==> config.mk <==
export PLATFORM = sky130hd
export DESIGN_NAME = hb_gate_seq
export DESIGN_NICKNAME = d
export VERILOG_FILES = /design/src/rtl/hb_pkg.sv /design/src/rtl/hb_leg.sv /design/src/rtl/hb_zcd_monitor.sv /design/src/rtl/hb_gate_seq.sv
export SDC_FILE = /design/constraint.sdc
export NUM_CORES = 1
export LEC_CHECK = 0
export ABC_AREA = 1
export CORE_MARGIN = 2
export CORE_UTILIZATION = 40
export CTS_CLUSTER_SIZE = 8
export DETAILED_ROUTE_END_ITERATION = 10
export DONT_BUFFER_PORTS = 1
export HOLD_SLACK_MARGIN = 0.03
export PLACE_DENSITY = 0.56
export SLEW_MARGIN = 20
export SYNTH_ARGS = -nofsm -noshare
export SYNTH_HDL_FRONTEND = slang
export SYNTH_HIERARCHICAL = 1
export SYNTH_SLANG_ARGS = --single-unit
==> constraint.sdc <==
create_clock -name clk -period 1.8 [get_ports clk]
set_input_delay 0.09 -clock clk [delete_from_list [all_inputs] [get_ports clk]]
set_output_delay 0.09 -clock clk [all_outputs]
set_load 0.02 [all_outputs]
==> src/rtl/hb_pkg.sv <==
package hb_pkg;

  typedef enum logic [1:0] {
    CMD_LOW  = 2'b00,
    CMD_MID  = 2'b01,
    CMD_HIGH = 2'b10,
    CMD_RSV  = 2'b11
  } pwm_cmd_t;

  localparam int LEG_HS = 0;
  localparam int LEG_LS = 1;
  localparam int NUM_LEGS = 2;

  // Reserved code is treated as mid level (both gates off).
  function automatic logic cmd_is_high(input pwm_cmd_t c);
    return c == CMD_HIGH;
  endfunction

  function automatic logic cmd_is_low(input pwm_cmd_t c);
    return c == CMD_LOW;
  endfunction

endpackage

==> src/rtl/hb_leg.sv <==
// One gate leg: non-overlap counter plus the registered gate request.
module hb_leg #(
  parameter int NOL_CYC = 2
) (
  input  logic clk,
  input  logic rst,
  input  logic want,
  input  logic opp_gate,
  input  logic opp_below,
  output logic gate
);
  localparam int CW = $clog2(NOL_CYC + 1);
  localparam logic [CW-1:0] NOL_END = CW'(NOL_CYC);

  logic [CW-1:0] cnt;
  logic          safe;

  // Turning on is allowed only while the other side is off and measured low.
  assign safe = want && !opp_gate && opp_below;

  always_ff @(posedge clk) begin
    if (rst) begin
      cnt  <= '0;
      gate <= 1'b0;
    end else begin
      if (!safe)
        cnt <= '0;
      else if (cnt != NOL_END)
        cnt <= cnt + 1'b1;
      gate <= want && (gate || (safe && cnt == NOL_END));
    end
  end


  rise_after_safe_chk: assert property (@(posedge clk) disable iff (rst)
    $rose(gate) |-> ($past(want) && !$past(opp_gate) && $past(opp_below)));


  gate_needs_request_chk: assert property (@(posedge clk) disable iff (rst)
    !want |=> !gate);

endmodule

==> src/rtl/hb_zcd_monitor.sv <==
// Blanking counter and zero-current cutoff hold for the low-side gate.
module hb_zcd_monitor #(
  parameter int BLANK_CYC = 4
) (
  input  logic clk,
  input  logic rst,
  input  logic ls_gate,
  input  logic low_phase,
  input  logic zcd_on,
  input  logic zc_det,
  output logic trip,
  output logic hold
);
  localparam int BW = $clog2(BLANK_CYC + 1);
  localparam logic [BW-1:0] BLANK_END = BW'(BLANK_CYC);

  logic [BW-1:0] bcnt;
  logic          armed;

  assign armed = ls_gate && (bcnt == BLANK_END);
  assign trip  = low_phase && zcd_on && zc_det && armed;

  always_ff @(posedge clk) begin
    if (rst) begin
      bcnt <= '0;
      hold <= 1'b0;
    end else begin
      if (!ls_gate)
        bcnt <= '0;
      else if (bcnt != BLANK_END)
        bcnt <= bcnt + 1'b1;
      // Leaving the low phase (high, mid, disable, fault) releases the hold.
      if (!low_phase)
        hold <= 1'b0;
      else if (trip)
        hold <= 1'b1;
    end
  end


  blank_on_rise_chk: assert property (@(posedge clk) disable iff (rst)
    $rose(ls_gate) |-> !trip);


  hold_release_chk: assert property (@(posedge clk) disable iff (rst)
    !low_phase |=> !hold);

endmodule

==> src/rtl/hb_gate_seq.sv <==
module hb_gate_seq
  import hb_pkg::*;
#(
  parameter int HS_NOL    = 3,
  parameter int LS_NOL    = 2,
  parameter int BLANK_CYC = 4
) (
  input  logic       clk,
  input  logic       rst,
  input  logic       en,
  input  logic [1:0] pwm_cmd,
  input  logic       zcd_en_n,
  input  logic       zc_det,
  input  logic       hs_below,
  input  logic       ls_below,
  input  logic       fault,
  output logic       hs_gate,
  output logic       ls_gate
);
  pwm_cmd_t cmd;
  logic     active;
  logic     high_phase;
  logic     low_phase;
  logic     zcd_trip;
  logic     zcd_hold;

  logic [NUM_LEGS-1:0] want;
  logic [NUM_LEGS-1:0] below;
  logic [NUM_LEGS-1:0] gate;

  assign cmd        = pwm_cmd_t'(pwm_cmd);
  assign active     = en && !fault;
  assign high_phase = active && cmd_is_high(cmd);
  assign low_phase  = active && cmd_is_low(cmd);

  hb_zcd_monitor #(.BLANK_CYC(BLANK_CYC)) u_zcd (
    .clk      (clk),
    .rst      (rst),
    .ls_gate  (gate[LEG_LS]),
    .low_phase(low_phase),
    .zcd_on   (!zcd_en_n),
    .zc_det   (zc_det),
    .trip     (zcd_trip),
    .hold     (zcd_hold)
  );

  assign want[LEG_HS]  = high_phase;
  assign want[LEG_LS]  = low_phase && !zcd_hold && !zcd_trip;
  assign below[LEG_HS] = hs_below;
  assign below[LEG_LS] = ls_below;

  for (genvar g = 0; g < NUM_LEGS; g++) begin : g_leg
    localparam int NOL = (g == LEG_HS) ? HS_NOL : LS_NOL;
    hb_leg #(.NOL_CYC(NOL)) u_leg (
      .clk      (clk),
      .rst      (rst),
      .want     (want[g]),
      .opp_gate (gate[NUM_LEGS-1-g]),
      .opp_below(below[NUM_LEGS-1-g]),
      .gate     (gate[g])
    );
  end

  assign hs_gate = gate[LEG_HS];
  assign ls_gate = gate[LEG_LS];


  no_overlap_chk: assert property (@(posedge clk) disable iff (rst)
    !(hs_gate && ls_gate));


  disable_off_chk: assert property (@(posedge clk) disable iff (rst)
    !en |=> (!hs_gate && !ls_gate));


  fault_off_chk: assert property (@(posedge clk) disable iff (rst)
    fault |=> (!hs_gate && !ls_gate));


  mid_off_chk: assert property (@(posedge clk) disable iff (rst)
    (pwm_cmd == 2'b01 || pwm_cmd == 2'b11) |=> (!hs_gate && !ls_gate));


  cutoff_holds_chk: assert property (@(posedge clk) disable iff (rst)
    zcd_hold |-> !ls_gate);


  no_cutoff_when_off_chk: assert property (@(posedge clk) disable iff (rst)
    (ls_gate && zcd_en_n && en && !fault && pwm_cmd == 2'b00) |=> ls_gate);

endmodule

Word-level counts from Yosys, hierarchy flattened --
Index checks and enable logic that the tools add are counted.
Word-level totals: flip-flop bits (word level) 10, memories 0, bits in read-only memories 0, bits in latches 0, input port bits 10, memory bits (writable) 0, output and inout bits 2
Cells by class: shift operators 0, reduce and logical (&&, ||, !) cells 30, magnitude comparators 0, equal/unequal tests 7, muxes and demuxes 0, multiply operators 0, add/subtract/negate cells 3, bitwise logic cells 4, div/mod/pow operators 0
Operator list (count):
- 1-bit logical AND | 17
- 2-bit OR reduction | 4
- 2-bit == test, second input constant | 3
- 1-bit zero test | 6
- 2-bit by 1-bit adder with 2-bit output, second input constant | 2
- 2-bit != test, second input constant | 2
- 1-bit NOT | 4
- 3-bit by 1-bit adder with 3-bit output, second input constant | 1
- 3-bit == test, second input constant | 1
- 3-bit != test, second input constant | 1
- 2-bit zero test | 1
- 1-bit logical OR | 2

Depth between registers and ports, before layout --
Gate-level depths: netlist of run 1.
depth in word-level cells 13, depth in mapped cells 12, depth with buffers taken out 12

Modules after synthesis --
The synthesis of run 1 kept the hierarchy.
Modules (own cells, without submodules):
- hb_leg | cells an instance 17, times used 2, area an instance 133.9 um2
- hb_zcd_monitor | cells an instance 30, times used 1, area an instance 211.5 um2
- hb_gate_seq | cells an instance 10, times used 1, area an instance 42.5 um2

Worst setup path after synthesis of run 1 --
OpenSTA, ideal clock, no wires.
path type register -> register, start reg u_zcd.bcnt[0], end reg g_leg[1].u_leg.cnt[1], arrival time 1.404 ns, setup slack 0.332 ns, data required time 1.736 ns, setup time 0.064 ns, cell stages (with the launch flop) 11, clock period less this slack 1.468 ns, cell sequence dfxtp_1 > inv_1 > ha_1 > nand2_2 > nor2_2 > nand2_1 > inv_1 > or2_1 > nor2_1 > nand4_1 > nor2_1
On the way: word-level cells in the longest chain between the ends 9
Ends and longest elaborated chain:
- start: declaration | line hb_zcd_monitor.sv:17 | logic [BW-1:0] bcnt;
- start signal: assignment | line hb_zcd_monitor.sv:31 | bcnt <= bcnt + 1'b1;
- 3-bit == test | line hb_zcd_monitor.sv:20 | assign armed = ls_gate && (bcnt == BLANK_END);
- 1-bit logical AND | line hb_zcd_monitor.sv:20
- 1-bit logical AND | line hb_zcd_monitor.sv:21 | assign trip = low_phase && zcd_on && zc_det && armed;
- net zcd_trip | line hb_gate_seq.sv:24 | logic zcd_trip;
- 1-bit zero test | line hb_gate_seq.sv:48 | assign want[LEG_LS] = low_phase && !zcd_hold && !zcd_trip;
- 1-bit logical AND | line hb_gate_seq.sv:48
- net want[1] | line hb_gate_seq.sv:27 | logic [NUM_LEGS-1:0] want;
- 1-bit logical AND (2 in series) | line hb_leg.sv:19 | assign safe = want && !opp_gate && opp_below;
- 1-bit NOT (no source line)
- 2-bit OR reduction (no source line)
- end signal: assignment | line hb_leg.sv:29 | cnt <= cnt + 1'b1;
- end: declaration | line hb_leg.sv:15 | logic [CW-1:0] cnt;
The timed path passes the listed nets, and every way through them passes these cells. A chain may end at the register's enable or synchronous reset.

Worst setup path after layout of run 1 --
Ends and elaborated chain as after synthesis.

==> impl_results.md, run 1 <==
- CTS clk-pin slew, worst paths: 0.06 ns
- Detailed Routing Iterations Pass 1: 2
- Synthesized instance count: 74
- Top delay family on crit path: simple AND/OR/NAND/NOR gates
- CTS buffer count: 3
- Share of layout cells above drive strength 1: 0.0988
- Outcome: complete, no violations
- Distinct cells, synth: 13
- Area grow syn2layout: 16.1%
- Initial antenna violation count: 0
- Crit path max fanout: 4
- Peak supply drop: 0.000406 V
- CP peak stage delay: 0.36 ns
- Die ar.: 0.00161 mm²
- Global-route wire length before repair: 1500 µm
- Starting Density: 0.417
- Die width: 40.1 µm
- # H-tree levels: 1
- Vias in the first global route: 408
- CTS tree: done
- Global Route Usage Sum: 0.147
- Die H: 40.1 µm
- Count of pins over their slew limit: 0
- Grt ovf: 0
- Setup Skew: 0.00132 ns
- Cell Rows: 13
- Slew HR: 0.794
- Synth Area per Inst: 7.05 µm²
- Combinational share of power: 0.045
- Ant. Diodes: 0
- Routed WL: 863 µm
- Arr. time, crit path: 1.79 ns
- Nets: 97
- Synthesized flop and latch total: 10
- Pin count of the biggest net entering global routing: 6
- Drt initial violations: 5
- Sequential share of the synthesized area: 0.384
- Fin util: 0.484
- Synth Warn #: 6
- CP bufs+invs: 2
- Wirelength per Cell: 8.99 µm
- Critical path required time: 1.99 ns
- Reg power frac: 0.585
- RSZ-0062 raised after global routing: no
- Leakage: 0.276 nW
- I/O pin total: 12
- Critical-path cell list: inv_1 > ha_1 > nand2_2 > nor2_2 > nand2_1 > inv_1 > or2_1 > nor2_2 > nand4_1 > nor2_1
- Worst-Skew Late Latency: 0.25 ns
- Vias: 452
- Hold Crit Class: in -> reg
- Pwr dens: 626 mW/mm²
- Final hold vios: 0
- TNS Setup: 0 ns
- Switching share of power: 0.192
- RD Place Congestion: 0.670
- Clock sinks: 10
- Placed insts: 89
- Root Buffer: clkbuf_4
- Final ANT Viol Nets: 0
- Routed vias/inst: 4.71
- Max-cap violations: 0
- Clk buf depth: 2
- Startpoint types: flip-flop
- Pre-CTS setup slack: 0.167 ns
- Slowest stage cell, crit path: dfxtp_1
- Crit Path Category: reg -> reg
- Setup Fix Bufs, Post-CTS: 0
- Switching power: 0.0000729 W
- Share of power burned in the clock network: 0.370
- Least-Margin Pin Slew: 0.308 ns
- Post-Layout Cell Count: 96
- Fmax: 627 MHz
- Final min period: 1.59 ns
- Port Buffers: 0
- Crit. End Element: flip-flop
- Mapped Area: 522 µm²
- Internal Power: 0.000306 W
- Fin worst setup slack: 0.206 ns
- Total core area: 0.00125 mm²
- Period utilization: 0.886
- Post-Syn Nets: 88
- DP HPWL: 701 µm
- Residual DRC count: 0
- Final setup fails: 0
==> registers in the layout, summed over array words and instances, names as in the netlist <==
signal            count
u_zcd/bcnt            3
g_leg.u_leg/cnt       4
u_zcd/hold            1
g_leg.u_leg/gate      2
==> cell usage in the layout, fill, tap and decap left out, types with 3 or more instances in the layout <==
master         count
nor2_1            13
ha_1               4
nand2_1            8
nor2_2             3
clkbuf_4           3
nand4_1            4
dfxtp_1           10
o21ai_0            3
inv_1             18
a21oi_1            6
dlygate4sd3_1      4
==> through the flow <==
stage          hold slack, ns  power [W]  cell area [µm²]
3_5_place_dp            0.250   0.000237              541
5_1_grt                0.0777   0.000408              606
4_1_cts                0.0637   0.000390              603
3_3_place_gp            0.250   0.000236              541
6_report               0.0781   0.000379              606
2_1_floorplan           0.241   0.000236              522
==> metal layers <==
layer | routed length [µm] | vias up | GRT usage
li1 | - | 241 | -
met1 | 358 | 206 | 0.139
met2 | 455 | 5 | 0.254
met3 | 50 | 0 | 0.106
met4 | 0 | 0 | 0.0345
met5 | 0 | - | 0
==> cell type report <==
type                    instances  area (µm²)
repair buffers                  4        40.0
multi-input cells              46         256
fillers                       128         647
clock buffers                   3        22.5
flip-flops and latches         10         200
well taps                      15        18.8
inverters                      18        67.6
==> cells by family after synthesis <==
| kind of cell | Yosys count | share of synthesized area |
|---|---|---|
| and+or+nand+nor | 30 | 0.254 |
| buffers and inverters | 18 | 0.129 |
| DFF | 10 | 0.384 |
| adders and majority gates | 4 | 0.0959 |
| xor gates and xnor gates | 2 | 0.0336 |
| AOI/OAI and AO/OA | 10 | 0.103 |
==> what timing repair did <==
item,CTS,global route
hold buffers,4,0
gates resized for setup,0,1
hold endpoints to repair,9,0
endpoints found under the setup margin,0,2
==> worst paths after layout <==
kind	end	from	cells past startpoint	slack, ns
setup / recovery	g_leg[1].u_leg/cnt[1]$_SDFFE_PP0P_	u_zcd/bcnt[0]$_SDFFE_PP0P_	10	0.21
hold / removal	u_zcd/hold$_SDFFE_PP0P_	zc_det	4	0.08
setup reg to reg	g_leg[1].u_leg/cnt[1]$_SDFFE_PP0P_	u_zcd/bcnt[0]$_SDFFE_PP0P_	10	0.21
hold reg to reg	u_zcd/hold$_SDFFE_PP0P_	u_zcd/hold$_SDFFE_PP0P_	2	0.46
==> worst min-delay path, cell delays in order <==
cell and delay [ns]:
inv_1 0.04, nor2_1 0.04, nand2_1 0.07, a21oi_2 0.05
==> power groups by stage <==
stage,sequential [W],clock [W],combinational (W)
5_1_grt,0.000222,0.000167,0.0000200
6_report,0.000222,0.000140,0.0000169
2_1_floorplan,0.000227,0,0.00000865
4_1_cts,0.000222,0.000151,0.0000167
3_5_place_dp,0.000227,0,0.00000971
3_3_place_gp,0.000227,0,0.00000948
==> Yosys cell counts <==
cell | instances | share of area
ha_1 | 4 | 0.096
nand2_1 | 8 | 0.058
dfxtp_1 | 10 | 0.38
nor2_1 | 14 | 0.10
inv_1 | 18 | 0.13
or2_1 | 1 | 0.012
a21oi_1 | 6 | 0.058
o21ai_0 | 3 | 0.029
xor2_1 | 2 | 0.034
nand2_2 | 1 | 0.012
a21oi_2 | 1 | 0.017
nand4_1 | 4 | 0.048
nor2_2 | 2 | 0.024
Note: power is estimated with default switching activity, not from simulation.
==> run 2: changes to the inputs <==
--- a/config.mk
+++ b/config.mk
@@ -5,7 +5,6 @@
 export SDC_FILE = /design/constraint.sdc
 export NUM_CORES = 1
 export LEC_CHECK = 0
-export ABC_AREA = 1
 export CORE_MARGIN = 2
 export CORE_UTILIZATION = 40
 export CTS_CLUSTER_SIZE = 8
==> impl_results.md, run 2 <==
- Outcome: complete, no violations
- Startpoint types: flip-flop
- Nets: 78 (-20%)
- Grt ovf: 0 (unchanged)
- Power Total: 0.000443 W (+17%)
- Area grow syn2layout: 17.6%
- Crit. End Element: flip-flop
- Share of power burned in the clock network: 0.464 (+0.094)
- Global Route Usage Sum: 0.146 (-0.000929)
- Synth Area per Inst: 9.85 µm² (+40%)
- Routed vias/inst: 5.23 (+11%)
- Peak supply drop: 0.000407 V (+0.13%)
- Reg power frac: 0.500 (-0.085)
- Clk buf depth: 2 (unchanged)
- Largest cells by area after synthesis: dfxtp_1, ha_1, nor4b_4, inv_1, nand3b_1
- Drt initial violations: 0 (-5)
- Biggest regs: g_leg.u_leg/cnt x4, u_zcd/bcnt x3, g_leg.u_leg/gate x2
- Residual DRC count: 0 (unchanged)
- Leakage: 0.246 nW (-11%)
- Fin util: 0.496 (+0.0121)
- RSZ-0062 raised after global routing: no
- Synthesized flop and latch total: 10 (unchanged)
- Mapped Area: 542 µm² (+3.8%)
- Cell Rows: 13 (unchanged)
- CTS buffer count: 3 (unchanged)
- Post-synth EDFFs: 0 (unchanged)
- Cts repair resizes: 0 (unchanged)
- Crit path max fanout: 6 (+2)
- CP peak stage delay: 0.56 ns (+0.20 ns)
- Sequential share of the synthesized area: 0.370 (-0.0142)
- Synthesized instance count: 55 (-26%)
- Crit Path Category: reg -> reg
- Top FF cell, synth: dfxtp_1
- Critical path required time: 2.02 ns (+0.03 ns)
- Routed WL: 898 µm (+4.1%)
- Vias in the first global route: 393 (-3.7%)
- # fillers: 122 (-4.7%)
- Fmax: 617 MHz (-1.6%)
- CTS clk-pin slew, worst paths: 0.08 ns (+0.02 ns)
- Post-synth top area cell: dfxtp_1
- Hold Crit Class: in -> reg
- # H-tree levels: 1 (unchanged)
- Arr. time, crit path: 1.84 ns (+0.05 ns)
- Starting Density: 0.422 (+0.00503)
- Vias: 408 (-9.7%)
- Wl on met1: 377 µm (+5.3%)
- Register area: 200 µm² (unchanged)
- Distinct cells, synth: 24 (+11)
- Max layer used: met3
- Post-Syn Nets: 69 (-22%)
- Pin count of the biggest net entering global routing: 8 (+2)
- Synth top area share: 0.370 (-0.0142)
- Initial antenna violation count: 0 (unchanged)
- Total core area: 0.00128 mm² (+2.6%)
- TNS Setup: 0 ns (unchanged)
- Final hold vios: 0 (unchanged)
- Setup Skew: 0.0144 ns (+0.0131 ns)
- Most numerous cell in the Yosys netlist: dfxtp_1
- Synth Warn #: 6 (unchanged)
- Pwr dens: 696 mW/mm² (+11%)
- CP bufs+invs: 2 (unchanged)
- Max-cap violations: 0 (unchanged)
- Die H: 40.8 µm (+1.7%)
- Global-route wire length before repair: 1520 µm (+1.4%)
- Count of pins over their slew limit: 0 (unchanged)
- Root Buffer: clkbuf_4
- Critical-path cell list: inv_1 > ha_1 > nand4_1 > o31ai_2 > dlygate4sd3_1
- Top delay family on crit path: buffers and inverters
- Slew HR: 0.773 (-0.0210)
- Clock sinks: 10 (unchanged)
- Slowest stage cell, crit path: dlygate4sd3_1
- Most frequent cells in the layout: dfxtp_1, inv_1, nor2_1
- Internal Power: 0.000355 W (+16%)
- Detailed-routed wire length on met2: 460 µm (+1.1%)
- RD Place Congestion: 0.658 (-1.8%)
- Detailed Routing Iterations Pass 1: 1 (-1)
- Switching power: 0.0000886 W (+21%)
- Least-Margin Pin Slew: 0.339 ns (+0.0314 ns)
- Ant. Diodes: 0 (unchanged)
- Die width: 40.8 µm (+1.7%)
- Largest register by flop count: g_leg.u_leg/cnt
- Routed wl met3: 60 µm (+20%)
- R2R setup slack: 0.18 ns (-0.03 ns)
- Asr flop ratio synth: 0 (unchanged)
- Synth top cells by count: dfxtp_1, inv_1, nor2_1
- Most common cell after layout, fill and taps aside: dfxtp_1
- Period utilization: 0.900 (+0.0140)
- Share of layout cells above drive strength 1: 0.190 (+0.0917)
- Max FFs per register: 4 (unchanged)
- DP HPWL: 696 µm (-0.68%)
- Final min period: 1.62 ns (+0.0252 ns)
- Wirelength per Cell: 11.5 µm (+28%)
- I/O pin total: 12 (unchanged)
- Area occupied by multi-input gates: 319 µm² (+24%)
- Die ar.: 0.00166 mm² (+3.4%)
- CTS tree: done
- Worst-Skew Late Latency: 0.27 ns (+0.02 ns)
- Port Buffers: 0 (unchanged)
- Final setup fails: 0 (unchanged)
- Switching share of power: 0.200 (+0.00746)
- Final ANT Viol Nets: 0 (unchanged)
- Combinational share of power: 0.035 (-0.010)
- Setup Fix Bufs, Post-CTS: 0 (unchanged)
-- run 2: metrics by stage --
step / worst slack [ns] / hold slack [ns] / cell area, µm² / instances
detailed placement: 0.343 / 0.194 / 561 / 70
floorplan: 0.500 / 0.188 / 542 / 55
global placement: 0.394 / 0.195 / 561 / 70
global route: 0.0960 / 0.0501 / 637 / 78
CTS: 0.179 / 0.0532 / 637 / 78
finish: 0.180 / 0.0587 / 637 / 78
-- run 2: final cells by class --
class / count / share of cell area
tap: 15 / 0.0295
clock buffer: 4 / 0.0570
multi-input combinational: 39 / 0.501
inverter: 6 / 0.0354
timing repair buffer: 4 / 0.0629
sequential: 10 / 0.314
-- run 2: path summary, 6_finish.rpt --
kind                                      startpoint                            endpoint  cells past startpoint
setup / recovery          u_zcd/bcnt[0]$_SDFFE_PP0P_             u_zcd/hold$_SDFFE_PP0P_                      5
hold / removal                                   rst          u_zcd/bcnt[1]$_SDFFE_PP0P_                      2
setup reg to reg          u_zcd/bcnt[0]$_SDFFE_PP0P_             u_zcd/hold$_SDFFE_PP0P_                      5
hold reg to reg   g_leg[1].u_leg/cnt[1]$_SDFFE_PP0P_  g_leg[1].u_leg/cnt[1]$_SDFFE_PP0P_                      2
-- run 2: routing by layer --
layer | vias to the layer above | global-route usage
met5 | - | 0
met4 | 0 | 0.0500
met3 | 0 | 0.0870
met1 | 193 | 0.128
li1 | 207 | -
met2 | 8 | 0.270
-- run 2: power by group through the flow --
stage               Clock (W)  Combinational [W]  Sequential (W)
global route         0.000221          0.0000174        0.000222
finish               0.000206          0.0000157        0.000222
CTS                  0.000214          0.0000158        0.000222
global placement            0         0.00000846        0.000227
detailed placement          0         0.00000858        0.000227
floorplan                   0         0.00000782        0.000227
-- run 2: what timing repair did --
item                       4_1_cts  5_1_grt
hold endpoints to repair         6        0
setup endpoints to repair        0        0
hold buffers                     4        0
-- run 2: logic make-up after synthesis --
family          after synthesis  synth area share
flops                        10             0.370
fa+ha+maj                     4            0.0924
xor+xnor                      2            0.0323
mux                           1            0.0185
simple gates                 24             0.335
buf+inv                       6            0.0416
compound gates                8             0.111
